$ cat config.mk
export PLATFORM = sky130hd
export DESIGN_NAME = dac_dbuf_if
export DESIGN_NICKNAME = d
export VERILOG_FILES = /design/src/rtl/dbuf_pkg.sv /design/src/rtl/dbuf_sync.sv /design/src/rtl/dbuf_regs.sv /design/src/rtl/dbuf_readback.sv /design/src/rtl/dac_dbuf_if.sv
export SDC_FILE = /design/constraint.sdc
export NUM_CORES = 1
export LEC_CHECK = 0
export BUFFER_PORTS_ARGS = -buffer_cell sky130_fd_sc_hd__buf_2
export CAP_MARGIN = 20
export CORE_MARGIN = 2
export CORE_UTILIZATION = 55
export DETAILED_ROUTE_END_ITERATION = 6
export PLACE_DENSITY = 0.95
export REMOVE_ABC_BUFFERS = 1
export SYNTH_ARGS = -nofsm -noshare
export SYNTH_HDL_FRONTEND = slang
export SYNTH_HIERARCHICAL = 1
export SYNTH_SLANG_ARGS = --single-unit
export TNS_END_PERCENT = 20
$ cat constraint.sdc
create_clock -name clk -period 3.5 [get_ports clk]
set_input_delay 0.35 -clock clk [delete_from_list [all_inputs] [get_ports clk]]
set_output_delay 0.35 -clock clk [all_outputs]
set_load 0.005 [all_outputs]
$ cat src/rtl/dbuf_pkg.sv
package dbuf_pkg;

  typedef logic [2:0] span_t;

  typedef enum logic [1:0] {
    ZP_ZERO    = 2'd0,
    ZP_HALF    = 2'd1,
    ZP_QUARTER = 2'd2
  } zero_pt_e;

  // Unused range codes fall back to the 0..5 V range.
  function automatic span_t span_norm(input span_t s);
    return (s > 3'd5) ? 3'd0 : s;
  endfunction

  // Which fraction of full scale produces zero volts in a range.
  function automatic zero_pt_e zero_point(input span_t s);
    case (s)
      3'd2, 3'd3, 3'd4: return ZP_HALF;
      3'd5:             return ZP_QUARTER;
      default:          return ZP_ZERO;
    endcase
  endfunction

endpackage

$ cat src/rtl/dbuf_sync.sv
module dbuf_sync #(
  parameter int WIDTH  = 4,
  parameter int STAGES = 2,
  parameter logic [WIDTH-1:0] IDLE = '0
) (
  input  logic             clk,
  input  logic             rst,
  input  logic [WIDTH-1:0] async_in,
  output logic [WIDTH-1:0] sync_out
);
  for (genvar b = 0; b < WIDTH; b++) begin : g_bit
    logic [STAGES-1:0] chain_q;
    always_ff @(posedge clk) begin
      if (rst) chain_q <= {STAGES{IDLE[b]}};
      else     chain_q <= {chain_q[STAGES-2:0], async_in[b]};
    end
    assign sync_out[b] = chain_q[STAGES-1];
  end
endmodule

$ cat src/rtl/dbuf_regs.sv
module dbuf_regs
  import dbuf_pkg::*;
#(
  parameter int DATA_W = 14
) (
  input  logic              clk,
  input  logic              rst,
  input  logic              pin_span_en,
  input  span_t             span_pins,
  input  logic              wr_act,
  input  logic              upd_act,
  input  logic              clr_act,
  input  logic              sel_span,
  input  logic [DATA_W-1:0] bus_code,
  input  span_t             bus_span,
  output logic [DATA_W-1:0] in_code_q,
  output span_t             in_span_q,
  output logic [DATA_W-1:0] dac_code_q,
  output span_t             dac_span_eff
);
  localparam logic [DATA_W-1:0] HALF    = DATA_W'(1) << (DATA_W - 1);
  localparam logic [DATA_W-1:0] QUARTER = DATA_W'(1) << (DATA_W - 2);

  span_t             dac_span_q;
  span_t             pin_span;
  logic [DATA_W-1:0] zero_code;
  logic [DATA_W-1:0] in_code_n, dac_code_n;
  span_t             in_span_n, dac_span_n;

  function automatic logic [DATA_W-1:0] zp_code(input span_t s);
    case (zero_point(s))
      ZP_HALF:    return HALF;
      ZP_QUARTER: return QUARTER;
      default:    return '0;
    endcase
  endfunction

  assign pin_span     = span_norm(span_pins);
  assign dac_span_eff = pin_span_en ? pin_span : dac_span_q;
  assign zero_code    = zp_code(dac_span_eff);

  always_comb begin
    in_code_n  = in_code_q;
    in_span_n  = in_span_q;
    dac_code_n = dac_code_q;
    dac_span_n = dac_span_q;
    if (clr_act) begin
      in_code_n  = zero_code;
      dac_code_n = zero_code;
    end else begin
      if (wr_act) begin
        if (!sel_span)         in_code_n = bus_code;
        else if (!pin_span_en) in_span_n = span_norm(bus_span);
      end
      if (upd_act) begin
        dac_code_n = in_code_n;
        dac_span_n = in_span_n;
      end
    end
  end

  always_ff @(posedge clk) begin
    if (rst) begin
      in_span_q  <= '0;
      dac_span_q <= '0;
      in_code_q  <= pin_span_en ? zp_code(pin_span) : '0;
      dac_code_q <= pin_span_en ? zp_code(pin_span) : '0;
    end else begin
      in_code_q  <= in_code_n;
      in_span_q  <= in_span_n;
      dac_code_q <= dac_code_n;
      dac_span_q <= dac_span_n;
    end
  end

  p_span_kept_clear_r6: assert property (@(posedge clk) disable iff (rst)
    clr_act |=> $stable(dac_span_q) && $stable(in_span_q));
  p_zero_on_clear_r6: assert property (@(posedge clk) disable iff (rst)
    clr_act && $stable(dac_span_eff) |=> dac_code_q == zp_code(dac_span_eff));
  p_back_hold_r3: assert property (@(posedge clk) disable iff (rst)
    !upd_act && !clr_act |=> $stable(dac_code_q) && $stable(dac_span_q));
  p_pin_span_r8: assert property (@(posedge clk) disable iff (rst)
    pin_span_en |-> dac_span_eff == span_norm(span_pins));
endmodule

$ cat src/rtl/dbuf_readback.sv
module dbuf_readback
  import dbuf_pkg::*;
#(
  parameter int DATA_W = 14,
  parameter int BUS_W  = 16
) (
  input  logic              clk,
  input  logic              rst,
  input  logic              rd_act,
  input  logic              stage_sel,
  input  logic              sel_span,
  input  logic              pin_span_en,
  input  logic [DATA_W-1:0] in_code,
  input  span_t             in_span,
  input  logic [DATA_W-1:0] dac_code,
  input  span_t             dac_span,
  output logic [BUS_W-1:0]  bus_out,
  output logic              bus_oe
);
  logic [BUS_W-1:0] word;
  logic             allow;

  always_comb begin
    if (sel_span) word = BUS_W'(stage_sel ? dac_span : in_span);
    else          word = BUS_W'(stage_sel ? dac_code : in_code);
    allow = rd_act && !(sel_span && pin_span_en);
  end

  always_ff @(posedge clk) begin
    if (rst) begin
      bus_out <= '0;
      bus_oe  <= 1'b0;
    end else begin
      bus_out <= allow ? word : '0;
      bus_oe  <= allow;
    end
  end

  p_oe_idle_r11: assert property (@(posedge clk) disable iff (rst)
    !rd_act |=> !bus_oe);
  p_no_pin_span_read_r10: assert property (@(posedge clk) disable iff (rst)
    pin_span_en && sel_span |=> !bus_oe);
endmodule

$ cat src/rtl/dac_dbuf_if.sv
module dac_dbuf_if
  import dbuf_pkg::*;
#(
  parameter int DATA_W      = 14,
  parameter int BUS_W       = 16,
  parameter int SYNC_STAGES = 2
) (
  input  logic              clk,
  input  logic              rst,
  input  logic              wr_n,
  input  logic              commit,
  input  logic              rd,
  input  logic              clr_n,
  input  logic              sel_span,
  input  logic [BUS_W-1:0]  bus_in,
  input  logic              pin_span_en,
  input  logic [2:0]        span_pins,
  output logic [BUS_W-1:0]  bus_out,
  output logic              bus_oe,
  output logic [DATA_W-1:0] dac_code,
  output logic [2:0]        dac_span,
  output logic              glitch_start
);
  localparam int SPAN_W = $bits(span_t);
  localparam int NSYNC  = 5;
  // bit order: sel_span, clr_n, rd, commit, wr_n
  localparam logic [NSYNC-1:0] IDLE = 5'b01001;

  logic [NSYNC-1:0]  raw, synced;
  logic              wr_s, upd_s, rd_s, clr_s, sel_s;
  logic              upd_prev;
  logic [DATA_W-1:0] in_code;
  span_t             in_span;

  assign raw = {sel_span, clr_n, rd, commit, wr_n};

  dbuf_sync #(.WIDTH(NSYNC), .STAGES(SYNC_STAGES), .IDLE(IDLE)) u_sync (
    .clk(clk), .rst(rst), .async_in(raw), .sync_out(synced)
  );

  assign wr_s  = !synced[0];
  assign upd_s = synced[1];
  assign rd_s  = synced[2];
  assign clr_s = !synced[3];
  assign sel_s = synced[4];

  dbuf_regs #(.DATA_W(DATA_W)) u_regs (
    .clk(clk), .rst(rst), .pin_span_en(pin_span_en), .span_pins(span_pins),
    .wr_act(wr_s), .upd_act(upd_s), .clr_act(clr_s), .sel_span(sel_s),
    .bus_code(bus_in[DATA_W-1:0]), .bus_span(bus_in[SPAN_W-1:0]),
    .in_code_q(in_code), .in_span_q(in_span),
    .dac_code_q(dac_code), .dac_span_eff(dac_span)
  );

  dbuf_readback #(.DATA_W(DATA_W), .BUS_W(BUS_W)) u_rb (
    .clk(clk), .rst(rst), .rd_act(rd_s), .stage_sel(upd_s), .sel_span(sel_s),
    .pin_span_en(pin_span_en), .in_code(in_code), .in_span(in_span),
    .dac_code(dac_code), .dac_span(dac_span),
    .bus_out(bus_out), .bus_oe(bus_oe)
  );

  always_ff @(posedge clk) begin
    if (rst) begin
      upd_prev     <= 1'b0;
      glitch_start <= 1'b0;
    end else begin
      upd_prev     <= upd_s;
      glitch_start <= upd_s && !upd_prev && !wr_s;
    end
  end

  p_pulse_single_r5: assert property (@(posedge clk) disable iff (rst)
    glitch_start |=> !glitch_start);
  p_no_pulse_flow_r4: assert property (@(posedge clk) disable iff (rst)
    wr_s |=> !glitch_start);
  p_pulse_cause_r5: assert property (@(posedge clk) disable iff (rst)
    $rose(glitch_start) |-> $past(upd_s) && !$past(upd_prev));
endmodule

==> metrics <==
status=finished clean; initial antenna violation count=0; Final Hold Fails=0; area post-placement=0.00255 mm2; worst-path cell chain=or3_1; Startpoint Class=register; critical path class=reg -> reg; filler cell count=~310; Hold Crit Class=in -> reg; area growth from synthesis to layout=18.9%; final instance area=0.00274 mm2; Total Power=between 1000 and 1500 uW; largest net degree at the start of global routing=23; Sinks on Clock Net=61; # diodes=0; capture point of the critical path=u_regs/dac_code_q[3]$_DFFE_PP_; FF-to-FF End=u_regs/dac_code_q[3]$_DFFE_PP_; Resized cells post-CTS=0; Clock Path Buffers=2; drt wl/cell=around 13 um; period utilisation layout=55.8%; synthesized cell area=0.00231 mm2; Chip Height=68.8 um; proportion of power drawn by combinational gates=~6.4%; crit-path max cell delay=0.95 ns; Reg2Reg Depth=1; crit path max fanout=18; Async SR Flop Fraction=0%; CTS clk-pin slew, worst paths=0.06 ns; Critical Path RT=3.46 ns; Max Fclk=512 MHz; DP Cell Count=305; net load switching power=306 uW; Clock power frac=41.3%; DP HPWL=2970 um; 1st-iter DRT viols=77; CTS HTree Levels=3; number of global-route vias before repair=1,516; library cells used by synthesis=32; Pre-antenna DRT Iters=4; vias per inst=5.13; Max-slew headroom=between 30% and 40%; Synth Instances=213; delay-heaviest family, CP=flip-flops; Setup Skew=0.00886 ns; final core occ=68.1%; Crit. End Element=register; Max-cap violations=0; Synth Area per Inst=10.8 um2; Chip Width=68.8 um; Arrival @ worst endpoint=1.91 ns; final setup vio count=0; # rows=23; Final nets=293; # IOs=62; Crit-path slowest cell=dfxtp_1; Total Routed Length=between 4000 and 5000 um; placer congestion estimate=0.934; Residual DRC=0; port buffer count=57; aggregate global routing overflow=0; Final ANT Viol Nets=0; clk_lat worst skew=0.33 ns; effective utilization at floorplan=57.3%; total negative setup slack=0 ns; r2r startpoint=u_sync/g_bit[1].chain_q[1]$_SDFF_PP0_; RSZ-0062 raised after global routing=no; number of flops mapped to enable cells by yosys=14; Hold-fix buffers, CTS=0; Max VDD drop=402 uV; Post-CTS Setup Inserts=0; Finished Layout Cells=320; cell-internal power=1160 uW; reg2reg setup slack=roughly 1.5 ns; Sw Ratio=21.0%; Top FF cell, synth=dfxtp_1; CP Buf/Inv Count=0; Reg power frac=between 50 and 60%; max-slew violations=0; CP startpoint=u_sync/g_bit[1].chain_q[1]$_SDFF_PP0_; Final min period=roughly 2.0 ns; Num CTS Buffers=9; DIE AREA=between 0.004 and 0.005 mm2; detailed-route via count=around 1,600; Core ar.=approximately 0.0040 mm2; CP Depth=1; Static Leak=0.00123 uW; pwr dens=533 mW/mm2; Ys Warns=6; worst slew pin tran=0.963 ns; TritonCTS clock tree=done; FF+latch count, synth=61; total track usage=19.5%; layout cells sized above 1=28.1%; CTS root buffer=clkbuf_8; Seq/Total Area, Yosys=approximately 59%; first-pass GRT wire length=6490 um
-- synthesized netlist by cell type (2+ instances only) --
cell type / number / area, um2
dfxtp_1: 47 / 941
nand2_1: 33 / 124
a21oi_1: 18 / 90.1
mux2i_1: 16 / 160
edfxtp_1: 14 / 420
nor2_1: 12 / 45.0
nor2b_1: 10 / 62.6
buf_2: 7 / 35.0
buf_4: 7 / 52.6
o21ai_0: 7 / 35.0
nand2b_1: 6 / 37.5
or2_1: 5 / 31.3
and3_1: 3 / 18.8
inv_1: 3 / 11.3
mux4_2: 3 / 67.6
nand3_1: 3 / 15.0
buf_6: 2 / 22.5
nand3b_1: 2 / 15.0
o21ai_1: 2 / 10.0
-- layout by cell type, fill, tap and decap left out, types with 2 or more instances in the layout --
master and instances:
buf_2 57, dfxtp_1 47, nand2_1 33, a21oi_1 18, mux2i_1 16, edfxtp_1 14, nor2_1 12, clkbuf_8 11
nor2b_1 10, o21ai_0 7, nand2b_1 6, or2_1 5, inv_1 3, mux4_2 3, and3_1 3, nand3_1 3
clkbuf_1 2, conb_1 2, nand3b_1 2, o21ai_1 2
-- area by class of cell --
class                   instances  area [um2]  share of cell area [%]
clock buffers                  13         159                    5.79
clock inverters                 2        35.0                    1.28
inverters                       3        11.3                   0.411
multi-input cells             134         828                    30.2
flip-flops and latches         61        1360                    49.6
well taps                      50        62.6                    2.28
repair buffers                 57         285                    10.4
-- stage by stage --
step | setup WS [ns] | hold slack, ns
3_3_place_gp | 1.56 | 0.385
4_1_cts | 1.51 | 0.179
5_1_grt | 1.43 | 0.184
6_report | 1.55 | 0.196
2_1_floorplan | 1.88 | 0.383
3_5_place_dp | 1.49 | 0.393
-- routing by layer --
layer / vias up / track usage, % / part of all wire [%]
met5: - / 0 / 0
met4: 0 / 8.58 / 1.2
met3: 6 / 8.60 / 7.7
met2: 69 / 33.7 / 50
met1: 744 / 20.6 / 41
li1: 823 / - / -
-- worst min path at each step --
stage | slack, ns | start | end | cells past startpoint
6_report | 0.20 | clr_n | u_sync/g_bit[3].chain_q[0]$_SDFF_PP1_ | 2
5_1_grt | 0.18 | clr_n | u_sync/g_bit[3].chain_q[0]$_SDFF_PP1_ | 2
4_1_cts | 0.18 | clr_n | u_sync/g_bit[3].chain_q[0]$_SDFF_PP1_ | 2
3_5_place_dp | 0.39 | u_sync/g_bit[3].chain_q[0]$_SDFF_PP1_ | u_sync/g_bit[3].chain_q[1]$_SDFF_PP1_ | 1
3_3_place_gp | 0.39 | u_sync/g_bit[3].chain_q[0]$_SDFF_PP1_ | u_sync/g_bit[3].chain_q[1]$_SDFF_PP1_ | 1
2_1_floorplan | 0.38 | u_sync/g_bit[0].chain_q[0]$_SDFF_PP1_ | u_sync/g_bit[0].chain_q[1]$_SDFF_PP1_ | 1
-- flip-flops by register name, summed over array words and instances, names as in the netlist --
| signal | cells |
|---|---|
| u_rb/bus_oe | 1 |
| u_rb/bus_out | 14 |
| upd_prev | 1 |
| glitch_start | 1 |
| u_sync/g_bit.chain_q | 10 |
| u_regs/dac_code_q | 14 |
| u_regs/dac_span_q | 3 |
| u_regs/in_span_q | 3 |
| u_regs/in_code_q | 14 |
-- cell families (layout without fill, tap and decap cells) --
logic type	Yosys count	in the layout	synth area share (%)
mux	19	19	9.87
simple gates	81	81	18.2
compound gates	32	32	7.54
other cells	1	2	0.163
flops	61	61	59.0
buf+inv	19	75	5.26
-- power by group through the flow --
stage | clock network, uW | registers [uW] | logic (uW)
final | 603 | 765 | 93.7
after global routing | 648 | 768 | 104
after CTS | 619 | 765 | 93.7
after detailed placement | 0 | 781 | 93.2
after global placement | 0 | 779 | 90.5
after floorplan | 0 | 778 | 46.2
Note: power is estimated with default switching activity, not from simulation.
